==> src/rtl/sdr_turn_pkg.sv <==
package sdr_turn_pkg;

  typedef enum logic [1:0] {
    CMD_NOP   = 2'b00,
    CMD_READ  = 2'b01,
    CMD_WRITE = 2'b10
  } sdrCmdE;

  // strobes from control into the datapath
  typedef struct packed {
    logic issueRd;
    logic issueWr;
    logic maskHi;
  } ctrlStrobeT;

  // read-pipeline status back to control
  typedef struct packed {
    logic pendAny;   // some read beat still due on the bus (masked or not)
    logic liveNow;   // an unmasked read beat is on the bus this cycle
  } pipeStatT;

endpackage

==> src/rtl/turn_ctrl.sv <==
module turn_ctrl
  import sdr_turn_pkg::*;
(
  input  logic       clk,
  input  logic       rstN,
  input  logic       gapEn,
  input  logic       reqValid,
  input  logic       reqWrite,
  input  pipeStatT   stat,
  output ctrlStrobeT strobe,
  output logic       reqReady,
  output logic       dqm
);

  logic dqmD1;      // mask level one cycle ago
  logic dqmD2;      // mask level two cycles ago
  logic prevLive;   // unmasked read beat on the bus last cycle
  logic leadOk;
  logic gapOk;
  logic allowWr;
  logic wrBlocked;

  // cutting off pending read data needs the mask up on both previous clocks
  assign leadOk    = !stat.pendAny || (dqmD1 && dqmD2);
  assign gapOk     = !(gapEn && prevLive);
  assign allowWr   = leadOk && gapOk;
  assign wrBlocked = reqValid && reqWrite && !allowWr;

  assign reqReady       = !(reqWrite && !allowWr);
  assign strobe.issueRd = reqValid && !reqWrite;
  assign strobe.issueWr = reqValid && reqWrite && allowWr;
  assign strobe.maskHi  = wrBlocked;
  assign dqm            = wrBlocked;

  always_ff @(posedge clk or negedge rstN) begin
    if (!rstN) begin
      dqmD1    <= 1'b0;
      dqmD2    <= 1'b0;
      prevLive <= 1'b0;
    end else begin
      dqmD1    <= dqm;
      dqmD2    <= dqmD1;
      prevLive <= stat.liveNow;
    end
  end

  AST_STALL_NOP: assert property (@(posedge clk) disable iff (!rstN)
    (reqValid && !reqReady) |-> (!strobe.issueRd && !strobe.issueWr));

  AST_ONE_CMD: assert property (@(posedge clk) disable iff (!rstN)
    !(strobe.issueRd && strobe.issueWr));

endmodule

==> src/rtl/turn_datapath.sv <==
module turn_datapath
  import sdr_turn_pkg::*;
#(
  parameter int DATA_W  = 32,
  parameter int COL_W   = 10,
  parameter int BANK_W  = 2,
  parameter int CL_HI   = 3,
  parameter int DQM_LAT = 2
) (
  input  logic              clk,
  input  logic              rstN,
  input  logic              casLat3,
  input  logic              gapEn,
  input  ctrlStrobeT        strobe,
  input  logic [BANK_W-1:0] reqBank,
  input  logic [COL_W-1:0]  reqCol,
  input  logic [DATA_W-1:0] reqWdata,
  input  logic [DATA_W-1:0] dqIn,
  output sdrCmdE            cmdE,
  output logic [BANK_W-1:0] cmdBank,
  output logic [COL_W-1:0]  cmdCol,
  output logic [DATA_W-1:0] dqOut,
  output logic              dqOe,
  output logic              rdValid,
  output logic [DATA_W-1:0] rdData,
  output pipeStatT          stat
);

  localparam int CL_LO = CL_HI - 1;
  localparam int IDX_W = (CL_HI > 1) ? $clog2(CL_HI) : 1;

  // slot i in cycle c stands for a read beat due on the bus in cycle c+i
  logic [CL_HI-1:0] beatVld;
  logic [CL_HI-1:0] beatLive;
  logic [CL_HI-1:0] nxtVld;
  logic [CL_HI-1:0] nxtLive;
  logic [IDX_W-1:0] insIdx;

  assign insIdx = casLat3 ? IDX_W'(CL_HI - 1) : IDX_W'(CL_LO - 1);

  always_comb begin
    nxtVld  = '0;
    nxtLive = '0;
    for (int i = 0; i < CL_HI - 1; i++) begin
      nxtVld[i]  = beatVld[i + 1];
      nxtLive[i] = beatLive[i + 1];
    end
    // mask now kills the beat due DQM_LAT cycles ahead
    if (strobe.maskHi) nxtLive[DQM_LAT - 1] = 1'b0;
    if (strobe.issueRd) begin
      nxtVld[insIdx]  = 1'b1;
      nxtLive[insIdx] = 1'b1;
    end
    // a registered WRITE cuts off whatever is still due
    if (strobe.issueWr) begin
      nxtVld  = '0;
      nxtLive = '0;
    end
  end

  always_ff @(posedge clk or negedge rstN) begin
    if (!rstN) begin
      beatVld  <= '0;
      beatLive <= '0;
    end else begin
      beatVld  <= nxtVld;
      beatLive <= nxtLive;
    end
  end

  assign stat.pendAny = |beatVld;
  assign stat.liveNow = beatLive[0];

  // capture of returning read data
  always_ff @(posedge clk or negedge rstN) begin
    if (!rstN) begin
      rdValid <= 1'b0;
      rdData  <= '0;
    end else begin
      rdValid <= beatLive[0];
      if (beatLive[0]) rdData <= dqIn;
    end
  end

  // command and write-data drive
  always_comb begin
    if (strobe.issueWr)      cmdE = CMD_WRITE;
    else if (strobe.issueRd) cmdE = CMD_READ;
    else                     cmdE = CMD_NOP;
  end

  assign cmdBank = reqBank;
  assign cmdCol  = reqCol;
  assign dqOe    = strobe.issueWr;
  assign dqOut   = strobe.issueWr ? reqWdata : '0;

  AST_WR_LEAD_MASK: assert property (@(posedge clk) disable iff (!rstN)
    (strobe.issueWr && stat.pendAny) |-> ($past(strobe.maskHi) && $past(strobe.maskHi, 2)));

  AST_WR_UNMASKED: assert property (@(posedge clk) disable iff (!rstN)
    strobe.issueWr |-> !strobe.maskHi);

  AST_GAP_KEPT: assert property (@(posedge clk) disable iff (!rstN)
    (gapEn && strobe.issueWr) |-> !$past(beatLive[0]));

  AST_OE_SAFE: assert property (@(posedge clk) disable iff (!rstN)
    dqOe |-> !beatLive[0]);

endmodule

==> src/rtl/sdr_turn_seq.sv <==
module sdr_turn_seq
  import sdr_turn_pkg::*;
#(
  parameter int DATA_W  = 32,
  parameter int COL_W   = 10,
  parameter int BANK_W  = 2,
  parameter int CL_HI   = 3,
  parameter int DQM_LAT = 2
) (
  input  logic              clk,
  input  logic              rstN,
  input  logic              casLat3,
  input  logic              gapEn,
  input  logic              reqValid,
  output logic              reqReady,
  input  logic              reqWrite,
  input  logic [BANK_W-1:0] reqBank,
  input  logic [COL_W-1:0]  reqCol,
  input  logic [DATA_W-1:0] reqWdata,
  output logic [1:0]        cmd,
  output logic [BANK_W-1:0] cmdBank,
  output logic [COL_W-1:0]  cmdCol,
  output logic              dqm,
  output logic [DATA_W-1:0] dqOut,
  output logic              dqOe,
  input  logic [DATA_W-1:0] dqIn,
  output logic              rdValid,
  output logic [DATA_W-1:0] rdData
);

  ctrlStrobeT strobe;
  pipeStatT   stat;
  sdrCmdE     cmdE;

  turn_ctrl u_ctrl (
    .clk      (clk),
    .rstN     (rstN),
    .gapEn    (gapEn),
    .reqValid (reqValid),
    .reqWrite (reqWrite),
    .stat     (stat),
    .strobe   (strobe),
    .reqReady (reqReady),
    .dqm      (dqm)
  );

  turn_datapath #(
    .DATA_W  (DATA_W),
    .COL_W   (COL_W),
    .BANK_W  (BANK_W),
    .CL_HI   (CL_HI),
    .DQM_LAT (DQM_LAT)
  ) u_dp (
    .clk      (clk),
    .rstN     (rstN),
    .casLat3  (casLat3),
    .gapEn    (gapEn),
    .strobe   (strobe),
    .reqBank  (reqBank),
    .reqCol   (reqCol),
    .reqWdata (reqWdata),
    .dqIn     (dqIn),
    .cmdE     (cmdE),
    .cmdBank  (cmdBank),
    .cmdCol   (cmdCol),
    .dqOut    (dqOut),
    .dqOe     (dqOe),
    .rdValid  (rdValid),
    .rdData   (rdData),
    .stat     (stat)
  );

  assign cmd = cmdE;

endmodule

==> config.mk <==
export PLATFORM = sky130hd
export DESIGN_NAME = sdr_turn_seq
export DESIGN_NICKNAME = d
export VERILOG_FILES = /design/src/rtl/sdr_turn_pkg.sv /design/src/rtl/turn_ctrl.sv /design/src/rtl/turn_datapath.sv /design/src/rtl/sdr_turn_seq.sv
export SDC_FILE = /design/constraint.sdc
export NUM_CORES = 1
export LEC_CHECK = 0
export BUFFER_PORTS_ARGS = -buffer_cell sky130_fd_sc_hd__buf_4
export CORE_MARGIN = 3
export CORE_UTILIZATION = 40
export CTS_CLUSTER_DIAMETER = 40
export DETAILED_ROUTE_END_ITERATION = 12
export PLACE_DENSITY = 0.83
export SLEW_MARGIN = 15
export SYNTH_ARGS = -nofsm -noshare
export SYNTH_HDL_FRONTEND = slang
export SYNTH_SLANG_ARGS = --single-unit
export TNS_END_PERCENT = 10
==> constraint.sdc <==
create_clock -name clk -period 3.4 [get_ports clk]
set_input_delay 0.17 -clock clk [delete_from_list [all_inputs] [get_ports clk]]
set_output_delay 0.17 -clock clk [all_outputs]
set_load 0.02 [all_outputs]
---- Yosys cells after proc, flatten, opt, wreduce, memory -nomap -nowiden ----
Index checks and enable logic that the tools add are counted.
operators by class
  magnitude comparators ................... 2
  multiplexer cells ....................... 11
  bitwise gates (word level) .............. 2
  reduce and logical (&&, ||, !) cells .... 16
operators by type and width
  cell                count
  $mux 32             1
  $mux 3              4
  $logic_and 1x1->1   9
  $or 2x3->3          2
  $logic_not 1->1     5
  $mux 2              2
  $lt 2x3->1 const B  1
  $mux 1              3
  $reduce_or 3->1     1
  $demux 1 s2         1
  $ge 2x1->1 const B  1
  $logic_or 1x1->1    1
word-level totals
  register bits ........................... 41

---- Logic depth before layout (Yosys ltp) ----
Gate-level depths: netlist of run 1.
  word-level depth ........................ 10
  depth in mapped cells ................... 5
  mapped depth without buffers ............ 3

---- Cells and area by module ----
Synthesis of run 1 repeated with hierarchy kept, for this count alone.
unflattened totals
  cells, all modules ...................... 145
  area, all modules ....................... 2018.2 µm²
by module, submodules not included
  module         times used  cells an instance  area each (µm²)
  turn_datapath  1           134                1880.6
  turn_ctrl      1           11                 137.6

---- Worst setup path after synthesis of run 1 ----
No wires, ideal clock.
  path kind ............................... register to output
  start ................................... register, netlist name u_dp.beatLive[2]
  end ..................................... output port cmd[1]
  arrival time ............................ 1.299 ns
  data required time ...................... 3.230 ns
  setup slack ............................. 1.931 ns
  stages on the path, launching flop included .. 5
  path buffers ............................ 2
  cells stage by stage .................... dfrtp_1 -> o31ai_4 -> buf_6 -> and2_2 -> buf_4
RTL lines
  what              RTL line            source
  end: declaration  sdr_turn_seq.sv:20  output logic [1:0] cmd,

==> results of run 1 <==
[logic make-up after synthesis]
family | Yosys count | share of synthesized area (%)
and+or+nand+nor | 38 | 12.9
buffers and inverters | 25 | 9.32
DFF | 40 | 54.0
AOI/OAI and AO/OA | 10 | 4.32
muxes | 32 | 19.4
[per-layer routing]
metal | GRT usage (%) | vias to the layer above | part of all wire (%) | wire [um]
met5 | 0 | - | 0 | 0
met4 | 6.84 | 0 | 1.7 | 84
met3 | 8.11 | 13 | 13 | 617
met2 | 30.6 | 90 | 54 | 2590
met1 | 16.5 | 731 | 32 | 1540
li1 | - | 742 | - | -
[worst max-delay path, delay by kind of cell, from the launching register on]
family                 cells  cell delay [ns]
AO/OA/AOI/OAI              1             0.88
buffers and inverters      1             0.14
flip-flops                 1             0.40
AND/OR/NAND/NOR            1             0.32
[how the worst max path moves through the flow]
stage	slack, ns	startpoint	endpoint	cells past startpoint
5_1_grt	1.06	u_dp.rdValid	dqOut[0]	3
4_1_cts	1.23	u_dp.rdValid	dqOut[0]	3
6_report	1.21	u_dp.rdValid	dqOut[0]	3
3_3_place_gp	1.60	u_dp.beatLive[2]	dqOut[30]	3
2_1_floorplan	1.93	u_dp.beatLive[2]	cmd[1]	4
3_5_place_dp	1.54	u_dp.beatLive[2]	dqOut[0]	3
[flip-flops by register name, summed over array words and instances (netlist names)]
signal	cells
u_dp.rdData	32
u_dp.beatLive	3
u_dp.beatVld	2
u_ctrl.dqmD2	1
u_ctrl.dqmD1	1
u_dp.rdValid	1
[timing repair]
action                                  CTS  global route
buffers inserted                          0             0
hold buffers                              1             0
endpoints found under the hold margin    40             0
endpoints found under the setup margin    0             0
[final cells by class]
cell class,instances,area [sq um],area share (%)
sequential,40,1000,34.5
tap,52,65.1,2.24
clock inverter,1,8.76,0.302
timing repair buffer,141,1060,36.6
inverter,2,7.51,0.259
clock buffer,7,76.3,2.63
multi-input combinational,80,679,23.4
[cells in the mapped netlist]
| cell | instances | area share [%] |
|---|---|---|
| a21boi_0 | 1 | 0.41 |
| mux2_2 | 30 | 18 |
| o31ai_4 | 1 | 1.1 |
| nand2_1 | 3 | 0.61 |
| a21bo_2 | 1 | 0.54 |
| and2_1 | 1 | 0.34 |
| buf_2 | 6 | 1.6 |
| a21oi_2 | 1 | 0.47 |
| a21oi_1 | 4 | 1.1 |
| dfrtp_1 | 40 | 54 |
| nor2b_1 | 1 | 0.34 |
| and2_2 | 1 | 0.41 |
| a31oi_1 | 2 | 0.68 |
| clkbuf_1 | 1 | 0.20 |
| buf_4 | 13 | 5.3 |
| and3_2 | 6 | 2.4 |
| inv_1 | 2 | 0.41 |
| buf_6 | 3 | 1.8 |
| mux2_1 | 2 | 1.2 |
| and3_1 | 26 | 8.8 |
[power by group]
group          total (W)  switching, W  internal, W
logic           0.000492      0.000238     0.000254
clock network   0.000304      0.000158     0.000147
registers       0.000614     0.0000507     0.000563
[through the flow]
stage                     util (%)  worst slack [ns]  instances  area [sq um]  hold WS, ns
after global placement        63.5              1.60        314          2800        0.175
after CTS                     65.7              1.23        323          2900       0.0701
after detailed placement      63.5              1.54        314          2800        0.178
after floorplan                  -              1.93        145          1850       -0.126
after global routing          65.7              1.06        323          2900       0.0766
final                         65.7              1.21        323          2900       0.0831
==> results.json, run 1 <==
{
  "post_drt_wl_per_cell_um": 14.9,
  "tightest_slew_ns": 1.12,
  "insertion_delay_ns": 0.28,
  "cpPeakStageDelay_ns": 0.88,
  "die_x_um": 74.1,
  "r2r-start": "u_dp.rdValid",
  "synth_cell_type_count": 20,
  "drt_wl_total_um": 4820,
  "yosys_warnings": 0,
  "path_max_fanout": 36,
  "cts_tree": "built",
  "nNetsFinal": 352,
  "grt_overflow": 0,
  "ios": 164,
  "gp_congestion": 0.691,
  "r2r_slack_ns": 1.73,
  "rows": 24,
  "drt-pass1-iter-count": 4,
  "cp.required_ns": 3.23,
  "die-area_sq_um": 5480,
  "outcome": "finished, final reports clean",
  "netlist_area_sq_um": 1850,
  "cts_resized": 0,
  "powerDensity_nw_per_um2": 486,
  "maxCapViolCount": 0,
  "clk_pin_slew_worst_paths_ns": 0.08,
  "final_cell_mix": "buf_4 (140), dfrtp_1 (40), mux2_2 (30)",
  "clk_path_buf_depth": 2,
  "power_w": 0.00141,
  "vdd_drop_max_mv": 0.334,
  "drc": 0,
  "rsz0062_at_grt": "false",
  "cp.arrival_ns": 2.02,
  "hold_path.class": "input port to register",
  "hold_start": "reqValid",
  "htree_num_levels": 2,
  "core_area_sq_um": 4410,
  "cts.sinks": 40,
  "drive_above_1_share_pct": 68.6,
  "layout_worst_path_cycle_share_pct": 64.5,
  "dp_hpwl_um": 3790,
  "worstHoldEndpoint": "u_dp.beatLive[1]",
  "skew_ns": 0.0105,
  "ant_nets": 0,
  "grtUsageTotal_pct": 16.9,
  "syn_nets": 227,
  "reg2reg_depth": 2,
  "dr_total_vias": 1576,
  "start_kind": "register",
  "maxSlewViolCount": 0,
  "grt_max_degree": 41,
  "port_buffers": 139,
  "diodes": 0,
  "critical_path.cell_chain": "a21oi_2, and3_2, buf_4",
  "nFillCells": 365,
  "post_synth_inst_count": 145,
  "relSlewSlack_pct": 25.5,
  "setup_tns_ns": 0,
  "antenna_found_initial": 0,
  "setup_violations": 0,
  "initial_core_util_pct": 42.0,
  "hold_violations": 0,
  "final.min_clock_period_ns": 2.19,
  "first_iter_violations": 50,
  "grt_pass1_wl_um": 7110,
  "synth_seq_cells": 40,
  "crit_slowest_cell": "a21oi_2",
  "die_y_um": 74.1,
  "grt_pass1_vias": 1580,
  "r2r_end": "u_dp.beatLive[0]",
  "fmax_mhz": 456,
  "synth_seq_area_share_pct": 54.0,
  "final_common_cell": "buf_4",
  "clock-root-buffer": "clkbuf_8",
  "crit_path_end_kind": "output port",
  "holdPathStages": 2,
  "area_growth_pct": 56.4,
  "vias_per_cell": 4.88,
  "cts_buffers": 5,
  "leakage_nw": 1.57,
  "synth_area_per_cell_sq_um": 12.8,
  "crit_type": "register to output port"
}
Note: power is estimated with default switching activity, not from simulation.
==> inputs of run 2 (changes only) <==
--- a/config.mk
+++ b/config.mk
@@ -7,10 +7,10 @@
 export LEC_CHECK = 0
 export BUFFER_PORTS_ARGS = -buffer_cell sky130_fd_sc_hd__buf_4
 export CORE_MARGIN = 3
-export CORE_UTILIZATION = 40
+export CORE_UTILIZATION = 34
 export CTS_CLUSTER_DIAMETER = 40
 export DETAILED_ROUTE_END_ITERATION = 12
-export PLACE_DENSITY = 0.83
+export PLACE_DENSITY = 0.75
 export SLEW_MARGIN = 15
 export SYNTH_ARGS = -nofsm -noshare
 export SYNTH_HDL_FRONTEND = slang
==> constraint.sdc (replaced) <==
create_clock -name clk -period 2 [get_ports clk]
set_input_delay 0.1 -clock clk [delete_from_list [all_inputs] [get_ports clk]]
set_output_delay 0.1 -clock clk [all_outputs]
set_load 0.02 [all_outputs]
==> results.json, run 2 (synthesis gave the netlist of run 1 again) <==
{
  "outcome": "finished, final reports clean",
  "layout_worst_path_cycle_share_pct": 90.7,
  "cp.required_ns": 1.90,
  "dr_total_vias": 1583,
  "cts.sinks": 40,
  "critical_path.cell_chain": "o31ai_4, buf_4, and3_1, buf_4",
  "path_max_fanout": 33,
  "crit_buf_inv": 2,
  "final.min_clock_period_ns": 1.81,
  "drt-pass1-iter-count": 5,
  "placedCellCount": 336,
  "gp_congestion": 0.680,
  "seqPwrFrac_pct": 40.1,
  "die_x_um": 79.8,
  "setup_violations": 0,
  "grt_pass1_wl_um": 7870,
  "initial_core_util_pct": 35.6,
  "relSlewSlack_pct": 66.5,
  "cp.arrival_ns": 1.71,
  "die_y_um": 79.8,
  "drive_above_1_share_pct": 69.6,
  "reg2reg_depth": 2,
  "fin_cells": 346,
  "path_depth": 4,
  "cts_resized": 0,
  "clk_pin_slew_worst_paths_ns": 0.07,
  "rows": 26,
  "crit_path_end_kind": "output port",
  "cpMostUsedCell": "buf_4",
  "nNetsFinal": 357,
  "dp_hpwl_um": 3920,
  "pwr-share-clk_pct": 26.7,
  "maxSlewViolCount": 0,
  "hold_violations": 0,
  "setup_tns_ns": 0,
  "antenna_found_initial": 0,
  "fmax_mhz": 551,
  "cpPeakStageDelay_ns": 0.42,
  "grt_pass1_vias": 1612,
  "grt_overflow": 0,
  "grt_max_degree": 41,
  "leakage_nw": 1.61,
  "crit_family": "buffers and inverters",
  "first_iter_violations": 73,
  "clk_path_buf_depth": 2,
  "worst_hold_slack_ns": 0.0148,
  "ios": 164,
  "powerDensity_nw_per_um2": 860,
  "final_cell_mix": "buf_4 (144), dfrtp_1 (40), mux2_2 (30)",
  "htree_num_levels": 2,
  "diodes": 0,
  "crit_slowest_cell": "dfrtp_1",
  "largestRegisters": "u_dp.rdData: 32 flops, u_dp.beatLive: 3 flops, u_dp.beatVld: 2 flops",
  "p_int_w": 0.00181,
  "core_area_sq_um": 5200,
  "tightest_slew_ns": 0.503,
  "holdPathStages": 2,
  "switching_power_w": 0.000770,
  "grtUsageTotal_pct": 15.8,
  "start_kind": "register",
  "drt_wl_total_um": 5100,
  "drc": 0,
  "comb_power_share_pct": 33.2,
  "clock-root-buffer": "clkbuf_8",
  "ant_nets": 0,
  "top_register": "u_dp.rdData",
  "largest_reg_flops": 32,
  "crit_type": "register to output port",
  "cts_tree": "built",
  "vdd_drop_max_mv": 0.511,
  "area_growth_pct": 61.8,
  "switching_share_pct": 29.9,
  "port_buffers": 139,
  "final_common_cell": "buf_4",
  "insertion_delay_ns": 0.28,
  "die-area_sq_um": 6370,
  "hold_path.class": "input port to register",
  "maxCapViolCount": 0,
  "rsz0062_at_grt": "false",
  "vias_per_cell": 4.58,
  "skew_ns": 0.00416,
  "cts_buffers": 5,
  "post_drt_wl_per_cell_um": 14.7
}
-- run 2: layer usage --
metal  global-route usage, %  wire length [um]
met5                       0                 0
met1                    18.8              1900
met3                    5.76               540
met2                    27.0              2630
met4                    3.89                21
-- run 2: power groups by stage --
stage | clock network, W | registers [W] | logic (W)
floorplan | 0 | 0.00122 | 0.000297
global placement | 0 | 0.00104 | 0.000850
detailed placement | 0 | 0.00105 | 0.000864
CTS | 0.000716 | 0.00104 | 0.000867
global route | 0.000757 | 0.00106 | 0.000913
finish | 0.000688 | 0.00103 | 0.000856
-- run 2: repair_timing --
item | 4_1_cts | 5_1_grt
hold endpoints to repair | 40 | 1
buffers inserted | 0 | 0
setup endpoints to repair | 0 | 0
hold buffers | 1 | 1
-- run 2: worst register-to-register path: cells and delay by family, from the launching register on --
kind	cells	cell delay (ns)
DFF	1	0.36
buffers and inverters	1	0.25
muxes	1	0.37
-- run 2: layout make-up --
type                            count  area, sq um
Timing Repair Buffer              146         1100
Sequential cell                    40         1000
Inverter                            2         7.51
Clock inverter                      2         38.8
Fill cell                         454         2210
Multi-Input combinational cell     80          679
Tap cell                           70         87.6
Clock buffer                        6         82.6
-- run 2: path summary, 6_finish.rpt --
path	slack (ns)	endpoint	start
worst max-delay path	0.19	dqOut[16]	u_dp.beatLive[2]
worst min-delay path	0.01	u_dp.beatLive[1]	reqValid
worst max register to register	0.91	u_dp.rdData[9]	u_dp.beatLive[0]
worst min register to register	0.44	u_ctrl.dqmD2	u_ctrl.dqmD1
max in group asynchronous	1.32	u_dp.rdData[10]	rstN
min in group asynchronous	0.33	u_dp.rdData[4]	rstN
-- run 2: per-stage QoR --
| step | utilization (%) | instance area, sq um | total power [W] | worst slack, ns |
|---|---|---|---|---|
| after global placement | 54.9 | 2860 | 0.00190 | 0.550 |
| final | 57.6 | 3000 | 0.00258 | 0.186 |
| after detailed placement | 54.9 | 2860 | 0.00191 | 0.495 |
| after CTS | 57.4 | 2990 | 0.00262 | 0.171 |
| after floorplan | - | 1850 | 0.00152 | 0.601 |
| after global routing | 57.6 | 3000 | 0.00273 | 0.0948 |
